$ cat src/rtl/sft_pkg.sv
package sft_pkg;
  // Character owed after the one now being shifted
  typedef enum logic [1:0] {
    NXT_NONE = 2'd0,
    NXT_SYN1 = 2'd1,
    NXT_SYN2 = 2'd2,
    NXT_DLE  = 2'd3
  } nxt_e;
endpackage

$ cat src/rtl/sft_holding.sv
module sft_holding #(
  parameter int DATA_W = 8
) (
  input  logic              clk,
  input  logic              rst,
  input  logic              wr,
  input  logic [DATA_W-1:0] wdata,
  input  logic              take,
  output logic              full,
  output logic              accept,
  output logic [DATA_W-1:0] data
);
  // A write lands when the register is free or is being emptied this cycle
  assign accept = wr && (!full || take);

  always_ff @(posedge clk) begin
    if (rst) begin
      full <= 1'b0;
      data <= '0;
    end else begin
      if (accept) data <= wdata;
      if (accept)    full <= 1'b1;
      else if (take) full <= 1'b0;
    end
  end
endmodule

$ cat src/rtl/sft_framer.sv
module sft_framer #(
  parameter int DATA_W = 8,
  parameter int LSEL_W = 2,
  parameter int FRM_W  = DATA_W + 1,
  parameter int CNT_W  = $clog2(FRM_W + 1)
) (
  input  logic [DATA_W-1:0] chr,
  input  logic [LSEL_W-1:0] len_sel,
  input  logic              par_en,
  input  logic              par_odd,
  output logic [FRM_W-1:0]  frame,
  output logic [CNT_W-1:0]  nbits
);
  localparam int MIN_LEN = DATA_W - (2 ** LSEL_W) + 1;

  logic [CNT_W-1:0] len;
  logic             par;

  assign len   = CNT_W'(MIN_LEN) + CNT_W'(len_sel);
  assign nbits = len + CNT_W'(par_en);

  always_comb begin
    frame = '0;
    par   = par_odd;
    for (int i = 0; i < DATA_W; i++) begin
      if (i < int'(len)) begin
        frame[i] = chr[i];
        par      = par ^ chr[i];
      end
    end
    // parity sits right after the last data bit
    for (int i = 0; i < FRM_W; i++) begin
      if (par_en && i == int'(len)) frame[i] = par;
    end
  end
endmodule

$ cat src/rtl/sft_shifter.sv
module sft_shifter #(
  parameter int FRM_W = 9,
  parameter int CNT_W = 4
) (
  input  logic             clk,
  input  logic             rst,
  input  logic             tick,
  input  logic             load,
  input  logic [FRM_W-1:0] frame,
  input  logic [CNT_W-1:0] nbits,
  output logic             txd,
  output logic             at_edge
);
  logic [FRM_W-1:0] sh;
  logic [CNT_W-1:0] left;

  // left counts bits still to go after the one on the line
  assign at_edge = tick && (left == '0);

  always_ff @(posedge clk) begin
    if (rst) begin
      sh   <= '0;
      left <= '0;
      txd  <= 1'b1;
    end else if (tick) begin
      if (left != '0) begin
        txd  <= sh[0];
        sh   <= sh >> 1;
        left <= left - CNT_W'(1);
      end else if (load) begin
        txd  <= frame[0];
        sh   <= frame >> 1;
        left <= nbits - CNT_W'(1);
      end else begin
        txd  <= 1'b1;
      end
    end
  end
endmodule

$ cat src/rtl/sync_fill_tx.sv
module sync_fill_tx #(
  parameter int DATA_W = 8,
  parameter int LSEL_W = 2
) (
  input  logic              clk,
  input  logic              rst,
  input  logic              bit_tick,
  input  logic              tx_en,
  input  logic              clr_to_send,
  input  logic [LSEL_W-1:0] len_sel,
  input  logic              par_en,
  input  logic              par_odd,
  input  logic              single_syn,
  input  logic              transparent,
  input  logic [DATA_W-1:0] syn1_chr,
  input  logic [DATA_W-1:0] syn2_chr,
  input  logic [DATA_W-1:0] dle_chr,
  input  logic              send_dle,
  input  logic              thr_wr,
  input  logic [DATA_W-1:0] thr_data,
  output logic              txd,
  output logic              tx_ready,
  output logic              tx_empty
);
  import sft_pkg::*;

  localparam int FRM_W = DATA_W + 1;
  localparam int CNT_W = $clog2(FRM_W + 1);

  logic              hold_full, accept, take;
  logic [DATA_W-1:0] hold_data;
  logic              at_edge, go, run;
  logic [DATA_W-1:0] pick;
  logic [FRM_W-1:0]  frame;
  logic [CNT_W-1:0]  nbits;

  logic started, started_n;
  nxt_e pend, pend_n;
  logic dle_req, dle_use;
  logic no_stuff, no_stuff_n;
  logic fill_go, empty_q;

  sft_holding #(.DATA_W(DATA_W)) u_hold (
    .clk(clk), .rst(rst), .wr(thr_wr), .wdata(thr_data), .take(take),
    .full(hold_full), .accept(accept), .data(hold_data)
  );

  sft_framer #(.DATA_W(DATA_W), .LSEL_W(LSEL_W), .FRM_W(FRM_W), .CNT_W(CNT_W)) u_frm (
    .chr(pick), .len_sel(len_sel), .par_en(par_en), .par_odd(par_odd),
    .frame(frame), .nbits(nbits)
  );

  sft_shifter #(.FRM_W(FRM_W), .CNT_W(CNT_W)) u_shf (
    .clk(clk), .rst(rst), .tick(bit_tick), .load(go), .frame(frame),
    .nbits(nbits), .txd(txd), .at_edge(at_edge)
  );

  assign run = tx_en && clr_to_send;

  // Next-character selection at a character boundary
  always_comb begin
    go         = 1'b0;
    take       = 1'b0;
    dle_use    = 1'b0;
    fill_go    = 1'b0;
    pick       = hold_data;
    pend_n     = pend;
    started_n  = started;
    no_stuff_n = no_stuff;
    if (at_edge) begin
      if (!run) begin
        pend_n     = NXT_NONE;
        started_n  = 1'b0;
        no_stuff_n = 1'b0;
      end else if (pend != NXT_NONE) begin
        go     = 1'b1;
        pend_n = NXT_NONE;
        case (pend)
          NXT_SYN1: pick = syn1_chr;
          NXT_SYN2: pick = syn2_chr;
          default:  pick = dle_chr;
        endcase
      end else if (hold_full) begin
        go        = 1'b1;
        started_n = 1'b1;
        if (dle_req) begin
          pick       = dle_chr;
          dle_use    = 1'b1;
          no_stuff_n = 1'b1;
        end else begin
          take       = 1'b1;
          no_stuff_n = 1'b0;
          if (transparent && hold_data == dle_chr && !no_stuff) pend_n = NXT_DLE;
        end
      end else if (started) begin
        go      = 1'b1;
        fill_go = 1'b1;
        if (transparent) begin
          pick   = dle_chr;
          pend_n = NXT_SYN1;
        end else begin
          pick = syn1_chr;
          if (!single_syn) pend_n = NXT_SYN2;
        end
      end
    end
  end

  always_ff @(posedge clk) begin
    if (rst) begin
      started  <= 1'b0;
      pend     <= NXT_NONE;
      dle_req  <= 1'b0;
      no_stuff <= 1'b0;
      empty_q  <= 1'b0;
    end else begin
      started  <= started_n;
      pend     <= pend_n;
      no_stuff <= no_stuff_n;
      if (send_dle)     dle_req <= 1'b1;
      else if (dle_use) dle_req <= 1'b0;
      if (accept)       empty_q <= 1'b0;
      else if (fill_go) empty_q <= 1'b1;
    end
  end

  assign tx_ready = ~hold_full;
  assign tx_empty = empty_q;
endmodule

$ cat config.mk
export PLATFORM = sky130hd
export DESIGN_NAME = sync_fill_tx
export DESIGN_NICKNAME = d
export VERILOG_FILES = /design/src/rtl/sft_pkg.sv /design/src/rtl/sft_holding.sv /design/src/rtl/sft_framer.sv /design/src/rtl/sft_shifter.sv /design/src/rtl/sync_fill_tx.sv
export SDC_FILE = /design/constraint.sdc
export NUM_CORES = 1
export LEC_CHECK = 0
export ABC_AREA = 1
export BUFFER_PORTS_ARGS = -buffer_cell sky130_fd_sc_hd__buf_2
export CORE_UTILIZATION = 45
export CTS_CLUSTER_SIZE = 24
export DETAILED_ROUTE_END_ITERATION = 16
export PLACE_DENSITY = 0.67
export SYNTH_ARGS = -nofsm -noshare
export SYNTH_HDL_FRONTEND = slang
export SYNTH_SLANG_ARGS = --single-unit
$ cat constraint.sdc
create_clock -name clk -period 2.43 [get_ports clk]
set_input_delay 0.3645 -clock clk [delete_from_list [all_inputs] [get_ports clk]]
set_output_delay 0.3645 -clock clk [all_outputs]
set_load 0.1 [all_outputs]
* Word-level counts from Yosys, hierarchy flattened
Index checks and enable logic that the tools add are counted.
W data, S select, Z words.
** Word-level totals
- Register bits after elaboration :: 29
- Bits in latches :: 0
- Memory bits (writable) :: 0
- Memory bits (read-only) :: 0
- Input port bits :: 45
- Output and inout port bits :: 3
- Logic and storage cells :: 152
- Memories kept :: 0
** Cells by class
- Add/subtract/negate cells :: 4
- $mul :: 0
- Div/mod/pow operators :: 0
- Magnitude comparators :: 8
- Equal/unequal tests :: 17
- Shift-type cells :: 0
- Muxes and demuxes :: 76
- Bitwise logic cells :: 9
- Reduce and logical (&&, ||, !) cells :: 28
** Operators with widths (number)
- $mux W1 :: 56
- $mux W8 :: 7
- $eq A4 B4 Y1 const A :: 5
- $mux W9 :: 2
- $lt A3 B4 Y1 const A :: 4
- $mux W2 :: 8
- $pmux W8 S2 :: 1
- $logic_and A1 B1 Y1 :: 14
- $eq A3 B4 Y1 const A :: 2
- $eq A8 B8 Y1 :: 1
- $logic_not A4 Y1 :: 2
- $lt A1 B4 Y1 const A :: 2
- $lt A2 B4 Y1 const A :: 2
- $mux W4 :: 2
- $ne A4 B4 Y1 const B :: 2
- $reduce_bool A2 Y1 :: 4
- $sub A4 B1 Y4 const B :: 2
- $xor A1 B1 Y1 :: 8
- $ne A5 B3 Y1 const B :: 1
- $reduce_and A5 Y1 :: 1
- $add A3 B2 Y4 const A :: 1
- $add A4 B1 Y4 :: 1
- $eq A2 B4 Y1 const A :: 1
- $ne A4 B1 Y1 const B :: 1
- other kinds (11) :: 12

* Logic depth before layout (Yosys ltp)
Gate-level depths: netlist of the first run.
- Word-level depth :: 25
- Mapped depth :: 22
- Depth with buffers taken out :: 22

* Modules after synthesis
A second synthesis of the first run with hierarchy kept.
** Second synthesis, totals
- Cell total of the unflattened synthesis :: 408
- Area total of the unflattened synthesis :: 2522.4 µm²
** Modules (own cells, without submodules)
- sync_fill_tx :: times used 1, cells an instance 168, area an instance 895.9 µm², seq. area each 120.1 µm²
- sft_shifter :: times used 1, cells an instance 106, area an instance 790.8 µm², seq. area each 260.2 µm²
- sft_framer :: times used 1, cells an instance 76, area an instance 417.9 µm², seq. area each 0.0 µm²
- sft_holding :: times used 1, cells an instance 58, area an instance 417.9 µm², seq. area each 180.2 µm²

* Worst setup path before layout of the first run
Ideal clock, no wire load.
- Path kind :: reg2reg
- Start :: register pend[0]
- End :: register u_shf.sh[5]
- Library setup time :: 122 ps
- Arrival time :: 1978 ps
- Required time :: 2308 ps
- Slack :: 330 ps
- Stages on the path, launching flop included :: 20
- Path buffers :: 1
- Clock period less this slack :: 2100 ps
- Path through :: dfxtp_1 > inv_1 > ha_1 > clkbuf_2 > nor2_1 > nor2_1 > nand2_1 > nand3_1 > o21ai_0 > nand2_1 > nand2_1 > clkinv_1 > nor2_1 > nand2_1 > nand2_1 > inv_1 > nand3_1 > nand2_2 > o21ai_0 > a21oi_1
** On the way
- Cells in the longest elaborated chain, start to end :: 24
- Elaborated cells on any way between the ends :: 32
- Classes of those cells :: eq/ne: 2; mux: 19; bitwise: 8; reduce/logical: 3
** Ends and longest elaborated chain
- from (decl) :: line sync_fill_tx.sv:38 : nxt_e pend, pend_n;
- from (signal assigned) :: line sync_fill_tx.sv:118 : pend <= pend_n;
- $eq A2 B2 Y1 or $eq A2 B1 Y1 (tied branches) :: line sync_fill_tx.sv:78 : case (pend)
- $pmux W8 S2 :: line sync_fill_tx.sv:78
- $mux W8 :: line sync_fill_tx.sv:75 : end else if (pend != NXT_NONE) begin
- $mux W8 :: line sync_fill_tx.sv:71 : if (!run) begin
- $mux W8 :: line sync_fill_tx.sv:70 : if (at_edge) begin
- $xor A1 B1 Y1 :: line sft_framer.sv:28 : par = par ^ chr[i];
- $mux W1 :: line sft_framer.sv:26 : if (i < int'(len)) begin
- $xor A1 B1 Y1 :: line sft_framer.sv:28
- [8 not listed]
- $mux W1 :: line sft_framer.sv:26
- $xor A1 B1 Y1 :: line sft_framer.sv:28
- $mux W1 :: line sft_framer.sv:26
- $xor A1 B1 Y1 :: line sft_framer.sv:28
- $mux W1 :: line sft_framer.sv:26
- $mux W1 :: line sft_framer.sv:33 : if (par_en && i == int'(len)) frame[i] = par;
- $mux W9 :: line sft_shifter.sv:30 : end else if (load) begin
- $mux W9 :: line sft_shifter.sv:26 : if (left != '0) begin
- to (signal assigned) :: line sft_shifter.sv:28 : sh <= sh >> 1;
- to (signal assigned) :: line sft_shifter.sv:32 : sh <= frame >> 1;
- to (decl) :: line sft_shifter.sv:14 : logic [FRM_W-1:0] sh;
Several ways; a longest one is shown, not always the timed one. The select of a mux whose other input is x is not followed.
A chain may end at the register's enable or synchronous reset.

* Worst setup path after layout of the first run
- Start :: register pend[0]
- End :: register u_shf.sh[6]
Same word-level chain as after synthesis.

==> results of run 1 <==
path summary, 6_finish.rpt:
kind                 endpoint  slack [ns]  cells past startpoint
setup / recovery  u_shf.sh[6]        0.19                     15
setup reg to reg  u_shf.sh[6]        0.19                     15
hold / removal        dle_req        0.29                      3
hold reg to reg   u_shf.sh[7]        0.47                      2
state kept, by name, summed over array words and instances, names as in the netlist:
| signal | cells |
|---|---|
| u_shf.left | 4 |
| u_hold.full | 1 |
| tx_empty | 1 |
| u_hold.data | 8 |
| pend | 2 |
| started | 1 |
| u_shf.txd | 1 |
| no_stuff | 1 |
| dle_req | 1 |
| u_shf.sh | 8 |
per-layer routing:
metal | routed length, um | track usage
met5 | 0 | 0
met4 | 76 | 0.0596
met3 | 329 | 0.0321
met2 | 3250 | 0.444
met1 | 3530 | 0.358
final cells by class:
class                           instances  area [um^2]
Fill cell                             523         2220
Clock inverter                          1         30.0
Tap cell                               70         87.6
Multi-Input combinational cell        330         1750
Inverter                               55          229
Timing Repair Buffer                   56          315
Sequential cell                        28          564
Clock buffer                            3         41.3
stage by stage:
stage          instance area [um^2]  power (mW)   util  hold WS, ns
2_1_floorplan                  2520        1.77      -        0.444
5_1_grt                        3020        2.97  0.577        0.271
3_5_place_dp                   2830        2.16  0.540        0.455
3_3_place_gp                   2830        2.15  0.540        0.453
6_report                       3020        2.70  0.577        0.286
4_1_cts                        2900        2.55  0.554        0.277
worst max-delay path: cells and delay by family, from the launching register on:
family / cells / cell delay, ns
flip-flops: 1 / 0.35
buffers and inverters: 3 / 0.30
AO/OA/AOI/OAI: 3 / 0.35
AND/OR/NAND/NOR: 8 / 0.96
adder cells (fa/ha/maj): 1 / 0.16
timing repair:
action                                  in CTS  in global routing
endpoints found under the setup margin       1                 14
setup buffers                                0                  2
resized for setup                            1                 27
pin swaps                                    0                  1
power groups by stage:
stage          logic (mW)  clock network, mW  registers (mW)
5_1_grt              1.89              0.418           0.665
6_report             1.67              0.380           0.647
3_3_place_gp         1.51                  0           0.640
2_1_floorplan        1.10                  0           0.669
3_5_place_dp         1.52                  0           0.641
4_1_cts              1.53              0.390           0.632
cell usage after synthesis (all sizes together) (2+ instances only):
library cell and n:
dfxtp 28, xor2 4, ha 13, nand3 26, clkbuf 5, nand2 141
a31oi 5, o21ai 39, a21oi 48, nor2 35, a22o 3, inv 53
a22oi 2, buf 7, nor3 2, xnor2 2, o21bai 2, clkinv 2
cells by family (layout without fill, tap and decap cells):
family | count (synthesis) | in the layout | share of synthesized area
flip-flops | 28 | 28 | 0.223
buffers and inverters | 67 | 115 | 0.112
adder cells (fa/ha/maj) | 13 | 13 | 0.0646
AND/OR/NAND/NOR | 207 | 207 | 0.350
XOR/XNOR | 6 | 6 | 0.0209
AO/OA/AOI/OAI | 104 | 104 | 0.230
==> impl_metrics.env, run 1 <==
export IMPL_n_antenna_cell=0
export IMPL_avgSynthCellArea_um2=5.93
export IMPL_synthesis_instances=425
export IMPL_critPathArrivalTime_ns=2.42
export IMPL_crit_path_max_fanout=7
export IMPL_max_stage_delay_ns=0.35
export IMPL_drive_gt1_frac=0.209
export IMPL_status="complete, no violations"
export IMPL_finalWorstSetupSlack_ns=0.194
export IMPL_worst_pin_slew_ns=0.566
export IMPL_mostFrequentLayoutCell="nand2_1"
export IMPL_fin_crit_sh=0.920
export IMPL_critPathKind="reg -> reg"
export IMPL_startpoint_type="flip-flop"
export IMPL_drc_errors=0
export IMPL_final_cells=543
export IMPL_nets=532
export IMPL_p_clk_frac=0.141
export IMPL_p_int_mw=1.40
export IMPL_antenna_found_initial=0
export IMPL_maxCapViolations=0
export IMPL_endpoint_kind="flip-flop"
export IMPL_synth_largest_area_cell="dfxtp_1"
export IMPL_final_cell_mix="nand2_1, buf_2, a21oi_1"
export IMPL_cts_buffers=3
export IMPL_slew_headroom=0.623
export IMPL_min_period_ns=2.24
export IMPL_worstHoldStart="send_dle"
export IMPL_dp_hpwl_um=5630
export IMPL_setup_viol=0
export IMPL_swShare=0.483
export IMPL_slew_viol_final=0
export IMPL_first_pass_iters=5
export IMPL_power_frac_comb=0.620
export IMPL_die_area_mm2=0.00590
export IMPL_syn_nets=483
export IMPL_initial_core_util=0.481
export IMPL_synth_edf_count=0
export IMPL_ios=48
export IMPL_post_place_ws_ns=0.0198
export IMPL_ant_nets=0
export IMPL_synth_cell_types=41
export IMPL_ir_worst_vdd_uv=730
export IMPL_totalWireLength_um=7190
export IMPL_path_cells="inv_2 > ha_4 > inv_2 > nor2_4 > inv_1 > nor3_2 > o21bai_1 > nand3_1 > nand3_1 > nand2_1 > nand2_1 > nand3_1 > nand2_2 > o21ai_0 > a21oi_1"
export IMPL_routedWlPerCell_um=13.2
export IMPL_holdBufCountCts=0
export IMPL_skew_ns=0.00231
export IMPL_required_ns=2.61
export IMPL_vias=2830
export IMPL_fmax_ghz=0.447
export IMPL_areaGrowthSynthToFinish_pct=19.9
export IMPL_viasPerCell=5.21
export IMPL_hold_path_class="in -> reg"
export IMPL_tritoncts="built"
export IMPL_core_area_mm2=0.00524
export IMPL_worstSetupStartpoint="pend[0]"
export IMPL_drtIter0Drc=167
export IMPL_p_switching_mw=1.31
export IMPL_yosysWarnings=0
export IMPL_cts_sinks=28
export IMPL_fin_setup_tns_ns=0
export IMPL_row_count=26
export IMPL_ys_seq_area_frac=0.223
export IMPL_path_clk_slew_ns=0.10
export IMPL_dp_cells=537
export IMPL_cp_slowest_cell="dfxtp_2"
export IMPL_grt_pass1_wl_um=12600
export IMPL_rsz0062_at_grt="no"
export IMPL_die_y_um=76.8
export IMPL_reg2reg_from="pend[0]"
export IMPL_cp_common_cell="nand3_1"
export IMPL_synth_top_area_frac=0.223
export IMPL_portBuffers=47
export IMPL_clkLatencyLatePin_ns=0.28
export IMPL_first_global_vias=2672
export IMPL_syn_cell_area_mm2=0.00252
export IMPL_track_usage=0.264
export IMPL_finalWeightedCongestion=0.912
export IMPL_p_per_area_mw_per_mm2=895
export IMPL_hold_viol=0
export IMPL_root_buffer="clkbuf_8"
export IMPL_globalRouteOverflowTotal=0
export IMPL_synth_flop_cell="dfxtp_1"
export IMPL_ys_seq_elements=28
export IMPL_die_w_um=76.8
export IMPL_cts_max_path_buffers=2
export IMPL_grt_max_degree=22
export IMPL_p_seq_frac=0.240
export IMPL_synthTopCellsByArea="dfxtp_1, nand2_1, a21oi_1"
export IMPL_p_leak_nw=1.48
export IMPL_h_tree_depth=1
export IMPL_async_flop_share=0
Power figures use the tool's default switching activity.
==> inputs of run 2 (changes only) <==
--- a/config.mk
+++ b/config.mk
@@ -10,7 +10,9 @@
 export CORE_UTILIZATION = 45
 export CTS_CLUSTER_SIZE = 24
 export DETAILED_ROUTE_END_ITERATION = 16
+export GPL_ROUTABILITY_DRIVEN = 0
 export PLACE_DENSITY = 0.67
+export RECOVER_POWER = 25
 export SYNTH_ARGS = -nofsm -noshare
 export SYNTH_HDL_FRONTEND = slang
 export SYNTH_SLANG_ARGS = --single-unit
==> run 2 against run 1 <==
  * Wire length rose by 0.32%
  * Sequential cell count is the same
  * Critical path type unchanged
  * Fmax barely moved
  * Final cell count unchanged
  * Core utilization shrank 0.57 points
  * Clock skew grew 0.0018 ns
  * Cell area is 0.99% lower
  * Combinational power hardly changed
==> impl_metrics.env, run 2 (synthesized netlist as in run 1, its figures left out) <==
export IMPL_ir_worst_vdd_uv=639
export IMPL_drive_gt1_frac=0.199
export IMPL_die_y_um=76.8
export IMPL_crit_end="u_shf.sh[6]"
export IMPL_ant_nets=0
export IMPL_p_int_mw=1.39
export IMPL_swShare=0.482
export IMPL_dp_hpwl_um=5580
export IMPL_antenna_found_initial=0
export IMPL_first_global_vias=2679
export IMPL_cp_num_buf_inv=2
export IMPL_p_clk_frac=0.141
export IMPL_worst_r2r_endpoint="u_shf.sh[6]"
export IMPL_cp_top_family="simple AND/OR/NAND/NOR gates"
export IMPL_startpoint_type="flip-flop"
export IMPL_fmax_ghz=0.447
export IMPL_p_leak_nw=1.47
export IMPL_endpoint_kind="flip-flop"
export IMPL_mostFrequentLayoutCell="nand2_1"
export IMPL_path_cells="inv_2 > ha_4 > inv_2 > nand3_4 > a21oi_1 > nand2_1 > nand2_1 > nand2_1 > nand2_1 > nand2_1 > nand2_1 > nand2_1 > nand2_1 > nand2_1 > nand3_1 > nand2_2 > o21ai_0 > a21oi_1"
export IMPL_maxCapViolations=0
export IMPL_whs_path_depth=3
export IMPL_root_buffer="clkbuf_8"
export IMPL_row_count=26
export IMPL_cp_common_cell="nand2_1"
export IMPL_skew_ns=0.00407
export IMPL_slew_headroom=0.219
export IMPL_max_stage_delay_ns=0.40
export IMPL_fin_crit_sh=0.920
export IMPL_portBuffers=47
export IMPL_min_period_ns=2.24
export IMPL_cp_slowest_cell="dfxtp_1"
export IMPL_die_w_um=76.8
export IMPL_rsz0062_at_grt="no"
export IMPL_reg_top3="u_hold.data x8, u_shf.sh x8, u_shf.left x4"
export IMPL_cts_sinks=28
export IMPL_first_pass_iters=5
export IMPL_tritoncts="built"
export IMPL_required_ns=2.60
export IMPL_nets=532
export IMPL_initial_core_util=0.481
export IMPL_p_per_area_mw_per_mm2=895
export IMPL_hold_path_class="in -> reg"
export IMPL_reg2reg_from="pend[1]"
export IMPL_post_place_ws_ns=0.0582
export IMPL_drtIter0Drc=198
export IMPL_hold_viol=0
export IMPL_regToRegSetupSlack_ns=0.19
export IMPL_critPathArrivalTime_ns=2.41
export IMPL_path_clk_slew_ns=0.10
export IMPL_grt_pass1_wl_um=12000
export IMPL_drc_errors=0
export IMPL_critPathKind="reg -> reg"
export IMPL_ios=48
export IMPL_slew_viol_final=0
export IMPL_totalWireLength_um=7210
export IMPL_worstSetupStartpoint="pend[1]"
export IMPL_final_cell_mix="nand2_1, a21oi_1, buf_2"
export IMPL_crit_path_max_fanout=8
export IMPL_viasPerCell=5.25
export IMPL_h_tree_depth=1
export IMPL_areaGrowthSynthToFinish_pct=18.7
export IMPL_worst_pin_slew_ns=1.18
export IMPL_finalWorstSetupSlack_ns=0.195
export IMPL_cts_max_path_buffers=2
export IMPL_p_seq_frac=0.242
export IMPL_core_area_mm2=0.00524
export IMPL_globalRouteOverflowTotal=0
export IMPL_setup_viol=0
export IMPL_vias=2851
export IMPL_die_area_mm2=0.00590
export IMPL_routedWlPerCell_um=13.3
export IMPL_track_usage=0.249
export IMPL_grt_max_degree=22
export IMPL_n_antenna_cell=0
export IMPL_cts_buffers=3
export IMPL_status="complete, no violations"
export IMPL_fin_setup_tns_ns=0
export IMPL_clkLatencyLatePin_ns=0.28
export IMPL_holdBufCountCts=0
export IMPL_p_switching_mw=1.29
export IMPL_cp_depth=18
export IMPL_power_frac_comb=0.617
export IMPL_r2r_cells=18
==> run 2: worst reg2reg max path, delay by kind of cell, from the launching register on <==
kind                       cells  cell delay, ns
and+or+nand+nor               12            0.94
DFF                            1            0.40
AOI/OAI and AO/OA              3            0.40
buffers and inverters          2            0.22
adders and majority gates      1            0.18
==> run 2: cell type report <==
class                   count  area (um^2)
fillers                   546         2250
multi-input cells         330         1750
flip-flops and latches     28          563
repair buffers             56          299
inverters                  55          219
well taps                  70         87.6
clock buffers               3         41.3
clock inverters             1         30.0
==> run 2: layer usage <==
metal | global-route usage | vias to the layer above | share of wire
met5 | 0 | - | 0
met4 | 0.0519 | 0 | 0.011
met3 | 0.0440 | 8 | 0.054
met2 | 0.428 | 80 | 0.46
met1 | 0.323 | 1293 | 0.48
li1 | - | 1470 | -
==> run 2: power by group through the flow <==
stage               Sequential [mW]  Combinational (mW)  Clock, mW
floorplan                     0.669                1.10          0
finish                        0.648                1.65      0.377
global placement              0.641                1.50          0
detailed placement            0.642                1.52          0
CTS                           0.634                1.52      0.390
global route                  0.665                1.84      0.409
==> run 2: worst min-delay path by stage <==
stage	slack, ns	start	end
after floorplan	0.44	no_stuff	no_stuff
after global routing	0.32	send_dle	dle_req
after CTS	0.30	send_dle	dle_req
after global placement	0.46	u_shf.sh[7]	u_shf.sh[7]
final	0.30	send_dle	dle_req
after detailed placement	0.46	u_shf.sh[7]	u_shf.sh[7]
==> run 2: timing repair <==
action,in CTS,in global routing
gates resized for setup,0,25
buffers inserted,0,3
endpoints found under the setup margin,0,12
==> run 2: through the flow <==
step	total power [mW]	cells	hold slack [ns]	util	area, um^2
6_report	2.68	543	0.295	0.571	2990
5_1_grt	2.92	543	0.316	0.571	2990
4_1_cts	2.54	540	0.295	0.552	2890
3_5_place_dp	2.16	536	0.459	0.538	2820
3_3_place_gp	2.15	536	0.460	0.538	2820
2_1_floorplan	1.77	425	0.444	-	2520
